$ cat src/rtl/rmac_pkg.sv
package rmac_pkg;

  typedef enum logic [1:0] {
    OP_LOAD = 2'b00,
    OP_ADD  = 2'b01,
    OP_SUB  = 2'b10,
    OP_NEG  = 2'b11
  } op_e;

  // Control register image, bit 7 down to bit 0.
  typedef struct packed {
    logic ovf;        // sticky overflow, read-only
    logic prod_only;  // result goes to last-product registers only
    logic clr;        // clear strobe, never stored as 1
    logic sq;         // square shortcut
    logic any_trig;   // launch on any operand write
    op_e  op;         // operation code
    logic uns;        // 1 = unsigned
  } ctl_t;

  localparam int unsigned A_CTL     = 0;
  localparam int unsigned A_OPA     = 1;
  localparam int unsigned A_OPB     = 2;
  localparam int unsigned A_ACC_LO  = 5;   // slice k at A_ACC_LO - k
  localparam int unsigned A_PROD_LO = 12;  // slice k at A_PROD_LO - k

endpackage

$ cat src/rtl/rmac_trig.sv
module rmac_trig (
  input  logic clk,
  input  logic rst_n,
  input  logic wr_a,
  input  logic wr_b,
  input  logic wr_ctl,
  input  logic sq,
  input  logic any_trig,
  output logic go
);

  logic a_seen_q;
  logic b_seen_q;

  always_comb begin
    if (sq) begin
      go = wr_a;
    end else if (any_trig) begin
      go = wr_a | wr_b;
    end else begin
      go = (wr_a & b_seen_q) | (wr_b & a_seen_q);
    end
  end

  always_ff @(posedge clk or negedge rst_n) begin
    if (!rst_n) begin
      a_seen_q <= 1'b0;
      b_seen_q <= 1'b0;
    end else if (wr_ctl || go) begin
      a_seen_q <= 1'b0;
      b_seen_q <= 1'b0;
    end else begin
      if (wr_a) a_seen_q <= 1'b1;
      if (wr_b) b_seen_q <= 1'b1;
    end
  end

endmodule

$ cat src/rtl/rmac_arith.sv
module rmac_arith
  import rmac_pkg::*;
#(
  parameter int unsigned OPW = 16
) (
  input  logic [OPW-1:0]   a,
  input  logic [OPW-1:0]   b,
  input  logic             uns,
  input  op_e              op,
  input  logic [3*OPW-1:0] acc,
  output logic [2*OPW-1:0] prod,
  output logic [3*OPW-1:0] acc_nxt,
  output logic             ovf_hit
);

  localparam int unsigned PW  = 2 * OPW;
  localparam int unsigned AW  = 3 * OPW;
  localparam int unsigned FW  = 2 * OPW + 2;   // full signed product width
  localparam int unsigned PAD = AW + 1 - FW;

  logic signed [OPW:0]  ax;
  logic signed [OPW:0]  bx;
  logic signed [FW-1:0] pfull;
  logic [AW:0]          pe;
  logic [AW:0]          ae;
  logic [AW:0]          r;

  // One extra operand bit makes a single signed multiplier serve both modes.
  assign ax    = {~uns & a[OPW-1], a};
  assign bx    = {~uns & b[OPW-1], b};
  assign pfull = ax * bx;
  assign prod  = pfull[PW-1:0];
  assign pe    = {{PAD{pfull[FW-1]}}, pfull};
  assign ae    = {~uns & acc[AW-1], acc};

  always_comb begin
    case (op)
      OP_ADD:  r = ae + pe;
      OP_SUB:  r = ae - pe;
      OP_NEG:  r = uns ? pe : (~pe + 1'b1);
      default: r = pe;
    endcase
  end

  assign acc_nxt = r[AW-1:0];

  always_comb begin
    if (op == OP_ADD || op == OP_SUB) begin
      ovf_hit = uns ? r[AW] : (r[AW] ^ r[AW-1]);
    end else begin
      ovf_hit = 1'b0;
    end
  end

endmodule

$ cat src/rtl/rmac_rdmux.sv
module rmac_rdmux
  import rmac_pkg::*;
#(
  parameter int unsigned OPW    = 16,
  parameter int unsigned ADDR_W = 4
) (
  input  logic [ADDR_W-1:0] addr,
  input  logic [7:0]        ctl_img,
  input  logic [3*OPW-1:0]  acc,
  input  logic [2*OPW-1:0]  prod,
  output logic [OPW-1:0]    rdata
);

  localparam int unsigned NACC  = 3;
  localparam int unsigned NPROD = 2;

  logic [OPW-1:0] acc_part  [NACC];
  logic [OPW-1:0] prod_part [NPROD];

  for (genvar g = 0; g < NACC; g++) begin : g_acc
    assign acc_part[g] = (addr == ADDR_W'(A_ACC_LO - g)) ? acc[g*OPW +: OPW] : '0;
  end

  for (genvar g = 0; g < NPROD; g++) begin : g_prod
    assign prod_part[g] = (addr == ADDR_W'(A_PROD_LO - g)) ? prod[g*OPW +: OPW] : '0;
  end

  always_comb begin
    rdata = (addr == ADDR_W'(A_CTL)) ? OPW'(ctl_img) : '0;
    for (int k = 0; k < NACC; k++)  rdata = rdata | acc_part[k];
    for (int k = 0; k < NPROD; k++) rdata = rdata | prod_part[k];
  end

endmodule

$ cat src/rtl/rmac_unit.sv
module rmac_unit
  import rmac_pkg::*;
#(
  parameter int unsigned OPW    = 16,
  parameter int unsigned ADDR_W = 4
) (
  input  logic              clk,
  input  logic              rst_n,
  input  logic              bus_wr,
  input  logic [ADDR_W-1:0] bus_addr,
  input  logic [OPW-1:0]    bus_wdata,
  output logic [OPW-1:0]    bus_rdata
);

  localparam int unsigned AW   = 3 * OPW;
  localparam int unsigned PW   = 2 * OPW;
  localparam int unsigned NACC = 3;

  ctl_t           ctl_q;
  logic [OPW-1:0] opa_q;
  logic [OPW-1:0] opb_q;
  logic [AW-1:0]  acc_q;
  logic [PW-1:0]  prod_q;

  logic            wr_ctl;
  logic            wr_a;
  logic            wr_b;
  logic [NACC-1:0] wr_acc;
  logic            go;
  logic [OPW-1:0]  a_in;
  logic [OPW-1:0]  b_in;
  logic [PW-1:0]   prod;
  logic [AW-1:0]   acc_nxt;
  logic            ovf_hit;

  assign wr_ctl = bus_wr && (bus_addr == ADDR_W'(A_CTL));
  assign wr_a   = bus_wr && (bus_addr == ADDR_W'(A_OPA));
  assign wr_b   = bus_wr && (bus_addr == ADDR_W'(A_OPB));

  always_comb begin
    for (int k = 0; k < NACC; k++) begin
      wr_acc[k] = bus_wr && (bus_addr == ADDR_W'(A_ACC_LO - k));
    end
  end

  // Operands as seen by the multiplier in the launching cycle.
  assign a_in = wr_a ? bus_wdata : opa_q;
  assign b_in = ctl_q.sq ? a_in : (wr_b ? bus_wdata : opb_q);

  rmac_trig trig_i (
    .clk      (clk),
    .rst_n    (rst_n),
    .wr_a     (wr_a),
    .wr_b     (wr_b),
    .wr_ctl   (wr_ctl),
    .sq       (ctl_q.sq),
    .any_trig (ctl_q.any_trig),
    .go       (go)
  );

  rmac_arith #(.OPW(OPW)) arith_i (
    .a       (a_in),
    .b       (b_in),
    .uns     (ctl_q.uns),
    .op      (ctl_q.op),
    .acc     (acc_q),
    .prod    (prod),
    .acc_nxt (acc_nxt),
    .ovf_hit (ovf_hit)
  );

  always_ff @(posedge clk or negedge rst_n) begin
    if (!rst_n) begin
      ctl_q  <= '0;
      opa_q  <= '0;
      opb_q  <= '0;
      acc_q  <= '0;
      prod_q <= '0;
    end else begin
      if (wr_ctl) begin
        ctl_q.ovf       <= 1'b0;
        ctl_q.prod_only <= bus_wdata[6];
        ctl_q.clr       <= 1'b0;
        ctl_q.sq        <= bus_wdata[4];
        ctl_q.any_trig  <= bus_wdata[3];
        ctl_q.op        <= op_e'(bus_wdata[2:1]);
        ctl_q.uns       <= bus_wdata[0];
        if (bus_wdata[5]) begin
          opa_q <= '0;
          opb_q <= '0;
          acc_q <= '0;
        end
      end
      if (wr_a) opa_q <= bus_wdata;
      if (wr_b) opb_q <= bus_wdata;
      for (int k = 0; k < NACC; k++) begin
        if (wr_acc[k]) acc_q[k*OPW +: OPW] <= bus_wdata;
      end
      if (go) begin
        prod_q <= prod;
        if (!ctl_q.prod_only) begin
          acc_q <= acc_nxt;
          if (ovf_hit) ctl_q.ovf <= 1'b1;
        end
      end
    end
  end

  rmac_rdmux #(.OPW(OPW), .ADDR_W(ADDR_W)) rdmux_i (
    .addr    (bus_addr),
    .ctl_img (ctl_q),
    .acc     (acc_q),
    .prod    (prod_q),
    .rdata   (bus_rdata)
  );

endmodule

$ cat config.mk
export PLATFORM = sky130hd
export DESIGN_NAME = rmac_unit
export DESIGN_NICKNAME = d
export VERILOG_FILES = /design/src/rtl/rmac_pkg.sv /design/src/rtl/rmac_trig.sv /design/src/rtl/rmac_arith.sv /design/src/rtl/rmac_rdmux.sv /design/src/rtl/rmac_unit.sv
export SDC_FILE = /design/constraint.sdc
export NUM_CORES = 1
export LEC_CHECK = 0
export BUFFER_PORTS_ARGS = -buffer_cell sky130_fd_sc_hd__buf_4
export CAP_MARGIN = 30
export CORE_ASPECT_RATIO = 1.25
export CORE_UTILIZATION = 44
export CTS_CLUSTER_DIAMETER = 120
export DETAILED_ROUTE_END_ITERATION = 10
export GPL_TIMING_DRIVEN = 0
export HOLD_SLACK_MARGIN = 0.03
export PLACE_DENSITY = 0.68
export REMOVE_ABC_BUFFERS = 1
export SETUP_SLACK_MARGIN = 0.5
export SLEW_MARGIN = 20
export SYNTH_ARGS = -nofsm -noshare
export SYNTH_HDL_FRONTEND = slang
export SYNTH_SLANG_ARGS = --single-unit
$ cat constraint.sdc
create_clock -name clk -period 12 [get_ports clk]
set_input_delay 1.2 -clock clk [delete_from_list [all_inputs] [get_ports clk]]
set_output_delay 1.2 -clock clk [all_outputs]
set_load 0.01 [all_outputs]
### Word-level counts from Yosys, hierarchy flattened

Index checks and enable logic that the tools add are counted.

| word-level totals | value |
|---|---|
| register bits | 121 |
| logic and storage cells | 92 |
| output and inout port bits | 16 |
| bits of input ports | 23 |

| cells by class | value |
|---|---|
| bitwise operators | 15 |
| reduce and logical (&&, ||, !) cells | 17 |
| multiply operators | 1 |
| multiplexer cells | 34 |
| add/subtract/negate cells | 3 |
| eq/ne operators | 10 |

Operator list:

| cell | count |
|---|---|
| 16-bit 2-to-1 mux | 15 |
| 48-bit 2-to-1 mux | 4 |
| 49-bit one-hot mux with 3 select lines | 1 |
| 16-bit OR | 5 |
| 49-bit by 1-bit adder with 49-bit output (second input constant) | 1 |
| 49-bit adder | 1 |
| 49-bit 2-to-1 mux | 1 |
| 49-bit inverter | 1 |
| 49-bit subtractor | 1 |
| 17-bit by 17-bit multiplier with 34-bit output | 1 |
| 8-bit 2-to-1 mux | 2 |
| 2-bit nonzero test | 6 |
| 1-bit 2-to-1 mux | 11 |
| 4-bit by 2-bit equality test with 1-bit output (second input constant) | 2 |
| 4-bit by 3-bit equality test with 1-bit output (second input constant) | 2 |
| 4-bit equality test (second input constant) | 2 |
| 1-bit logical AND | 6 |
| 1-bit bitwise AND | 5 |
| 2-bit equality test (second input constant) | 2 |
| 4-bit by 1-bit equality test with 1-bit output (second input constant) | 1 |
| 4-bit zero test | 1 |
| 2-bit AND reduction | 2 |
| 2-bit by 1-bit equality test with 1-bit output (second input constant) | 1 |
| 1-bit logical OR | 2 |
| other kinds (3) | 4 |

### Depth between registers and ports, before layout

| logic depth | value |
|---|---|
| depth in word-level cells | 16 |
| mapped depth | 47 |
| depth with buffers taken out | 42 |

### Modules after synthesis

From an unflattened synthesis, not the netlist that was laid out.

| second synthesis, totals | value |
|---|---|
| cells, all modules | 2644 |
| area, all modules | 22617.9 um2 |

By module, submodules not included:

| module | cells an instance | area an instance (um2) | instances | seq. area each (um2) |
|---|---|---|---|---|
| rmac_arith | 2028 | 16233.1 | 1 | 0.0 |
| rmac_unit | 495 | 5427.7 | 1 | 2977.9 |
| rmac_rdmux | 111 | 844.6 | 1 | 0.0 |
| rmac_trig | 10 | 112.6 | 1 | 50.0 |

### Least setup slack after synthesis

OpenSTA, ideal clock, no wires.

| timing | value |
|---|---|
| kind | input port to flip-flop |
| start | in bus_wr |
| end | reg acc_q[43] |
| buffers on the path | 7 |
| setup time | 0.104 ns |
| arrival | 12.416 ns |
| cell stages on the path | 45 |
| required time | 11.896 ns |
| slack | -0.520 ns |
| path through | clkbuf_1 -> nor3b_1 -> nand2_1 -> clkbuf_1 -> buf_1 -> buf_1 -> mux2_2 -> clkbuf_1 -> nand2_1 -> fa_1 -> inv_1 -> fa_1 -> inv_1 -> fa_1 -> inv_1 -> fa_1 -> fa_1 -> inv_1 -> [... 9 more ...] -> or4_4 -> nor3b_1 -> a21oi_1 -> xnor2_1 -> ha_1 -> clkbuf_1 -> a21oi_1 -> o211ai_1 -> a211oi_1 -> o21ai_0 -> a221o_1 -> and3_1 -> a211oi_1 -> o21ai_0 -> a21boi_0 -> xnor2_1 -> nand2_1 -> a221oi_1 |

| between the ends | value |
|---|---|
| longest elaborated chain between the ends | 11 |
| elaborated cells on any way between the ends | 26 |
| those cells by class | add/sub (3); mul (1); mux (11); bitwise (7); reduce/logical (4) |

Ends and longest elaborated chain:

| what | RTL line | source |
|---|---|---|
| from (decl) | rmac_unit.sv:9 | `input logic bus_wr,` |
| 1-bit logical AND, on equally long branches | rmac_unit.sv:38, rmac_unit.sv:37 |  |
| 16-bit 2-to-1 mux, on equally long branches | rmac_unit.sv:48, rmac_unit.sv:47 |  |
| 16-bit 2-to-1 mux | rmac_unit.sv:48 | `assign b_in = ctl_q.sq ? a_in : (wr_b ? bus_wdata : opb_q);` |
| 1-bit bitwise AND | rmac_arith.sv:30 | `assign bx = {~uns & b[OPW-1], b};` |
| 17-bit by 17-bit multiplier with 34-bit output | rmac_arith.sv:31 | `assign pfull = ax * bx;` |
| 49-bit inverter | rmac_arith.sv:40 | `OP_NEG: r = uns ? pe : (~pe + 1'b1);` |
| 49-bit by 1-bit adder with 49-bit output | rmac_arith.sv:40 |  |
| 49-bit 2-to-1 mux | rmac_arith.sv:40 |  |
| 49-bit one-hot mux with 3 select lines | rmac_arith.sv:37 | `case (op)` |
| 48-bit 2-to-1 mux | rmac_unit.sv:101 | `if (!ctl_q.prod_only) begin` |
| 48-bit 2-to-1 mux * | rmac_unit.sv:99 | `if (go) begin` |
| to (signal, indexed assignment) | rmac_unit.sv:97 | `if (wr_acc[k]) acc_q[k*OPW +: OPW] <= bus_wdata;` |
| to (signal assigned) | rmac_unit.sv:102 | `acc_q <= acc_nxt;` |
| to (decl) | rmac_unit.sv:22 | `logic [AW-1:0] acc_q;` |

Mark *: on every way between the ends. The rest lies on a longest branch, timed or not.
A chain may end at the register's enable or synchronous reset.

### Worst setup path after layout

| timing | value |
|---|---|
| start | in bus_addr[3] |
| end | reg acc_q[43] |

| between the ends | value |
|---|---|
| longest elaborated chain between the ends | 12 |
| elaborated cells on any way between the ends | 30 |
| those cells by class | add/sub (3); mul (1); eq/ne (3); mux (11); bitwise (7); reduce/logical (5) |

Ends and longest elaborated chain:

| what | RTL line | source |
|---|---|---|
| from (decl) | rmac_unit.sv:10 | `input logic [ADDR_W-1:0] bus_addr,` |
| 4-bit by 2-bit equality test with 1-bit output / 4-bit by 1-bit equality test with 1-bit output (equally long branches) | rmac_unit.sv:38, rmac_unit.sv:37 |  |
| 1-bit logical AND, on equally long branches | rmac_unit.sv:38, rmac_unit.sv:37 |  |
| 16-bit 2-to-1 mux, on equally long branches | rmac_unit.sv:48, rmac_unit.sv:47 |  |
| 16-bit 2-to-1 mux | rmac_unit.sv:48 |  |
| 1-bit bitwise AND | rmac_arith.sv:30 |  |
| 17-bit by 17-bit multiplier with 34-bit output | rmac_arith.sv:31 |  |
| 49-bit inverter | rmac_arith.sv:40 |  |
| 49-bit by 1-bit adder with 49-bit output | rmac_arith.sv:40 |  |
| 49-bit 2-to-1 mux | rmac_arith.sv:40 |  |
| 49-bit one-hot mux with 3 select lines | rmac_arith.sv:37 |  |
| 48-bit 2-to-1 mux | rmac_unit.sv:101 |  |
| 48-bit 2-to-1 mux * | rmac_unit.sv:99 |  |

Marked as above.

==> qor.yml <==
finalWorstPathRequiredPeriod_ps: 11420
num_io_pins: 39
synth.mux.area_fraction_pct: 4.418
max-cap-violations: 0
detailedRoute.firstPassIterationCount: 6
clock-sinks: 121
routabilityCongestion: 0.9463
timing.max_slew.rel_slack_pct: 35.46
routed-via-count: 20940
worst_setup_path_end_kind: "flop"
crit_path_top_delay_cell: "sky130_fd_sc_hd__or4_4"
first_iter_violations: 2362
filler_cell_count: 4502
timing.critical_path.fanout_max: 8
nets: 3182
die_width_microns: 203.1
synth_edf_count: 0
worst_pin_slew_ps: 958.0
syn2layout_area_growth_pct: 19.26
fp.coreArea_sq_um: 49640
multiInputGateArea_sq_um: 18790
hold_path_class: "flop to flop"
cts.reportedPaths.clkPinSlew_ps: 70
synth_top_area_share_pct: 26.74
dp_hpwl_microns: 57660
postSynth.asyncResetShare_pct: 100.0
synth_compound_area_share_pct: 17.65
tritoncts: "done"
simple_gate_share_of_the_synthesized_area_pct: 17.13
synth_most_common_cell: "sky130_fd_sc_hd__inv_1"
vias_in_the_first_global_route: 21100
register_area_sq_um: 3030
yosysWarningCount: 0
dominant_combinational_cell_family_by_area_after_synthesis: "adder cells"
viasPerCell: 6.179
synth_seq_area_share_pct: 13.62
crit_path_max_incr_delay_ps: 580
synthesis.instances: 2655
post_synth_fa_ha_maj_area_fraction_pct: 34.45
ys_dominant_reg_cell: "sky130_fd_sc_hd__dfrtp_1"
status: "completed"
setup_repair_after_global_routing_missed_its_margin: "true"
final_antenna_net_count: 0
wirelength_microns: 78740
layout.core_utilization_pct: 53.41
netlist-cell-type-count: 89
grt_antenna_before_repair: 0
cts_buffer_depth: 2
timing.critical_path.required_ps: 12340
cp.arrival_ps: 11760
path_class: "input pin to flop"
max_freq_ghz: 0.08759
portBuffers: 38
synthesis.area_sq_um: 22230
clock_tree.htree_level_count: 4
synth_top_area_cell: "sky130_fd_sc_hd__fa_1"
period_utilisation_layout_pct: 95.14
synth_area_per_cell_sq_um: 8.374
ys_ff_latch: 121
cts_hold_repair.buffers: 0
wl_per_cell_microns: 23.24
hold_violations: 0
die-height_microns: 253.3
critPathLaunchType: "input pin"
drc: 0
grt.total_usage_pct: 30.38
global_route.overflow_total: 0
synth_area_leaders: "sky130_fd_sc_hd__fa_1 27%, sky130_fd_sc_hd__dfrtp_1 14%, sky130_fd_sc_hd__ha_1 7.7%"
synth_xor_xnor_area_share_pct: 3.861
worst_skew_pair.late_latency_ps: 440
total_die_area_sq_um: 51440
layout-drive-gt1-share_pct: 19.87
cts_inserted_buffers: 17
finalClockSkew_ps: 21.27
finalSetupViolations: 0
clk_root_buffer_cell: "sky130_fd_sc_hd__clkbuf_16"
rows: 91
grt_max_degree: 76
timing.final.max_slew_violations: 0
synth.cells.most_frequent: "368 x sky130_fd_sc_hd__inv_1, 297 x sky130_fd_sc_hd__fa_1, 294 x sky130_fd_sc_hd__nand2_1"
diodes: 0
grt_first_pass_wirelength_microns: 119600
starting_utilization_of_the_core_area_pct: 44.79
final timing paths:
kind | from | endpoint | slack, ps | cells past startpoint
worst max-delay path | bus_addr[3] | acc_q[43] | 580 | 49
worst min-delay path | prod_q[1] | prod_q[1] | 490 | 2
worst max register to register | ctl_q[4] | acc_q[43] | 1470 | 44
worst min register to register | prod_q[1] | prod_q[1] | 490 | 2
max in group asynchronous | rst_n | prod_q[25] | 10560 | 2
min in group asynchronous | rst_n | opb_q[0] | 660 | 1
through the flow:
step | hold slack, ps | setup TNS, ps | instance area [sq um] | setup WS [ps] | instances
floorplan | 448.8 | -4924 | 21650 | -784.4 | 2506
global placement | 468.2 | -119530 | 22750 | -4505 | 3195
detailed placement | 474.6 | -46400 | 23310 | -2790 | 3220
CTS | 487.8 | 0 | 25130 | 502.1 | 3301
global route | 516.1 | 0 | 26520 | 298.4 | 3389
finish | 488.9 | 0 | 26520 | 582.7 | 3389
cell usage in the layout, fill, tap and decap left out, types with 14 or more instances in the layout:
| cell | instances |
|---|---|
| sky130_fd_sc_hd__o211ai_1 | 15 |
| sky130_fd_sc_hd__a222oi_1 | 25 |
| sky130_fd_sc_hd__mux2i_4 | 15 |
| sky130_fd_sc_hd__ha_1 | 111 |
| sky130_fd_sc_hd__nand2_1 | 276 |
| sky130_fd_sc_hd__buf_12 | 14 |
| sky130_fd_sc_hd__nand2b_1 | 15 |
| sky130_fd_sc_hd__and2_1 | 18 |
| sky130_fd_sc_hd__nor3_1 | 22 |
| sky130_fd_sc_hd__a21o_1 | 45 |
| sky130_fd_sc_hd__a21oi_1 | 137 |
| sky130_fd_sc_hd__buf_4 | 160 |
| sky130_fd_sc_hd__o21ai_0 | 53 |
| sky130_fd_sc_hd__inv_1 | 360 |
| sky130_fd_sc_hd__ha_4 | 15 |
| sky130_fd_sc_hd__fa_1 | 289 |
| sky130_fd_sc_hd__xor2_1 | 21 |
| sky130_fd_sc_hd__and3_1 | 43 |
| sky130_fd_sc_hd__or4_1 | 14 |
| sky130_fd_sc_hd__mux2_2 | 61 |
| sky130_fd_sc_hd__dfrtp_1 | 119 |
| sky130_fd_sc_hd__a22oi_1 | 37 |
| sky130_fd_sc_hd__clkbuf_16 | 17 |
| sky130_fd_sc_hd__nor2_1 | 247 |
| sky130_fd_sc_hd__a22o_1 | 19 |
| sky130_fd_sc_hd__a21oi_2 | 21 |
| sky130_fd_sc_hd__xnor2_1 | 66 |
| sky130_fd_sc_hd__a211oi_1 | 45 |
| sky130_fd_sc_hd__nand3_1 | 53 |
| sky130_fd_sc_hd__a31oi_1 | 16 |
registers in the layout (all words and copies together), names as in the netlist:
name	count
prod_q	32
trig_i.b_seen_q	1
ctl_q	7
acc_q	48
trig_i.a_seen_q	1
opb_q	16
opa_q	16
repair_timing:
action	4_1_cts	5_1_grt
buffers inserted	46	85
pin swaps	27	95
resized for setup	148	141
setup endpoints to repair	29	19
cloned	3	2
metal layers:
| layer | global-route usage (%) | vias up | wire (microns) |
|---|---|---|---|
| met3 | 5.058 | 287 | 6814 |
| li1 | - | 9064 | - |
| met2 | 51.16 | 1128 | 37510 |
| met5 | 0 | - | 0 |
| met1 | 36.74 | 10460 | 29510 |
| met4 | 17.16 | 0 | 4912 |
kinds of logic (layout without fill, tap and decap cells):
group / after synthesis / after routing
AO/OA/AOI/OAI: 566 / 566
XOR/XNOR: 98 / 98
adder cells (fa/ha/maj): 434 / 434
buffers and inverters: 518 / 597
flip-flops: 121 / 121
multiplexers: 90 / 90
AND/OR/NAND/NOR: 828 / 832
area by class of cell:
type / instances / area share (%)
sequential: 121 / 11.43
inverter: 369 / 5.238
multi-input combinational: 2020 / 70.86
timing repair buffer: 196 / 7.003
tap: 651 / 3.072
clock buffer: 17 / 1.604
clock inverter: 15 / 0.7975
critical path, delay by kind of cell:
family,cells,cell delay [ps]
muxes,1,250
AOI/OAI and AO/OA,10,1990
adders and majority gates,8,3600
xor gates and xnor gates,2,370
and+or+nand+nor,14,2440
buffers and inverters,14,1850
Power is not shown: default switching activity piles up to over one toggle a cycle in this logic, so the estimate is an artifact.
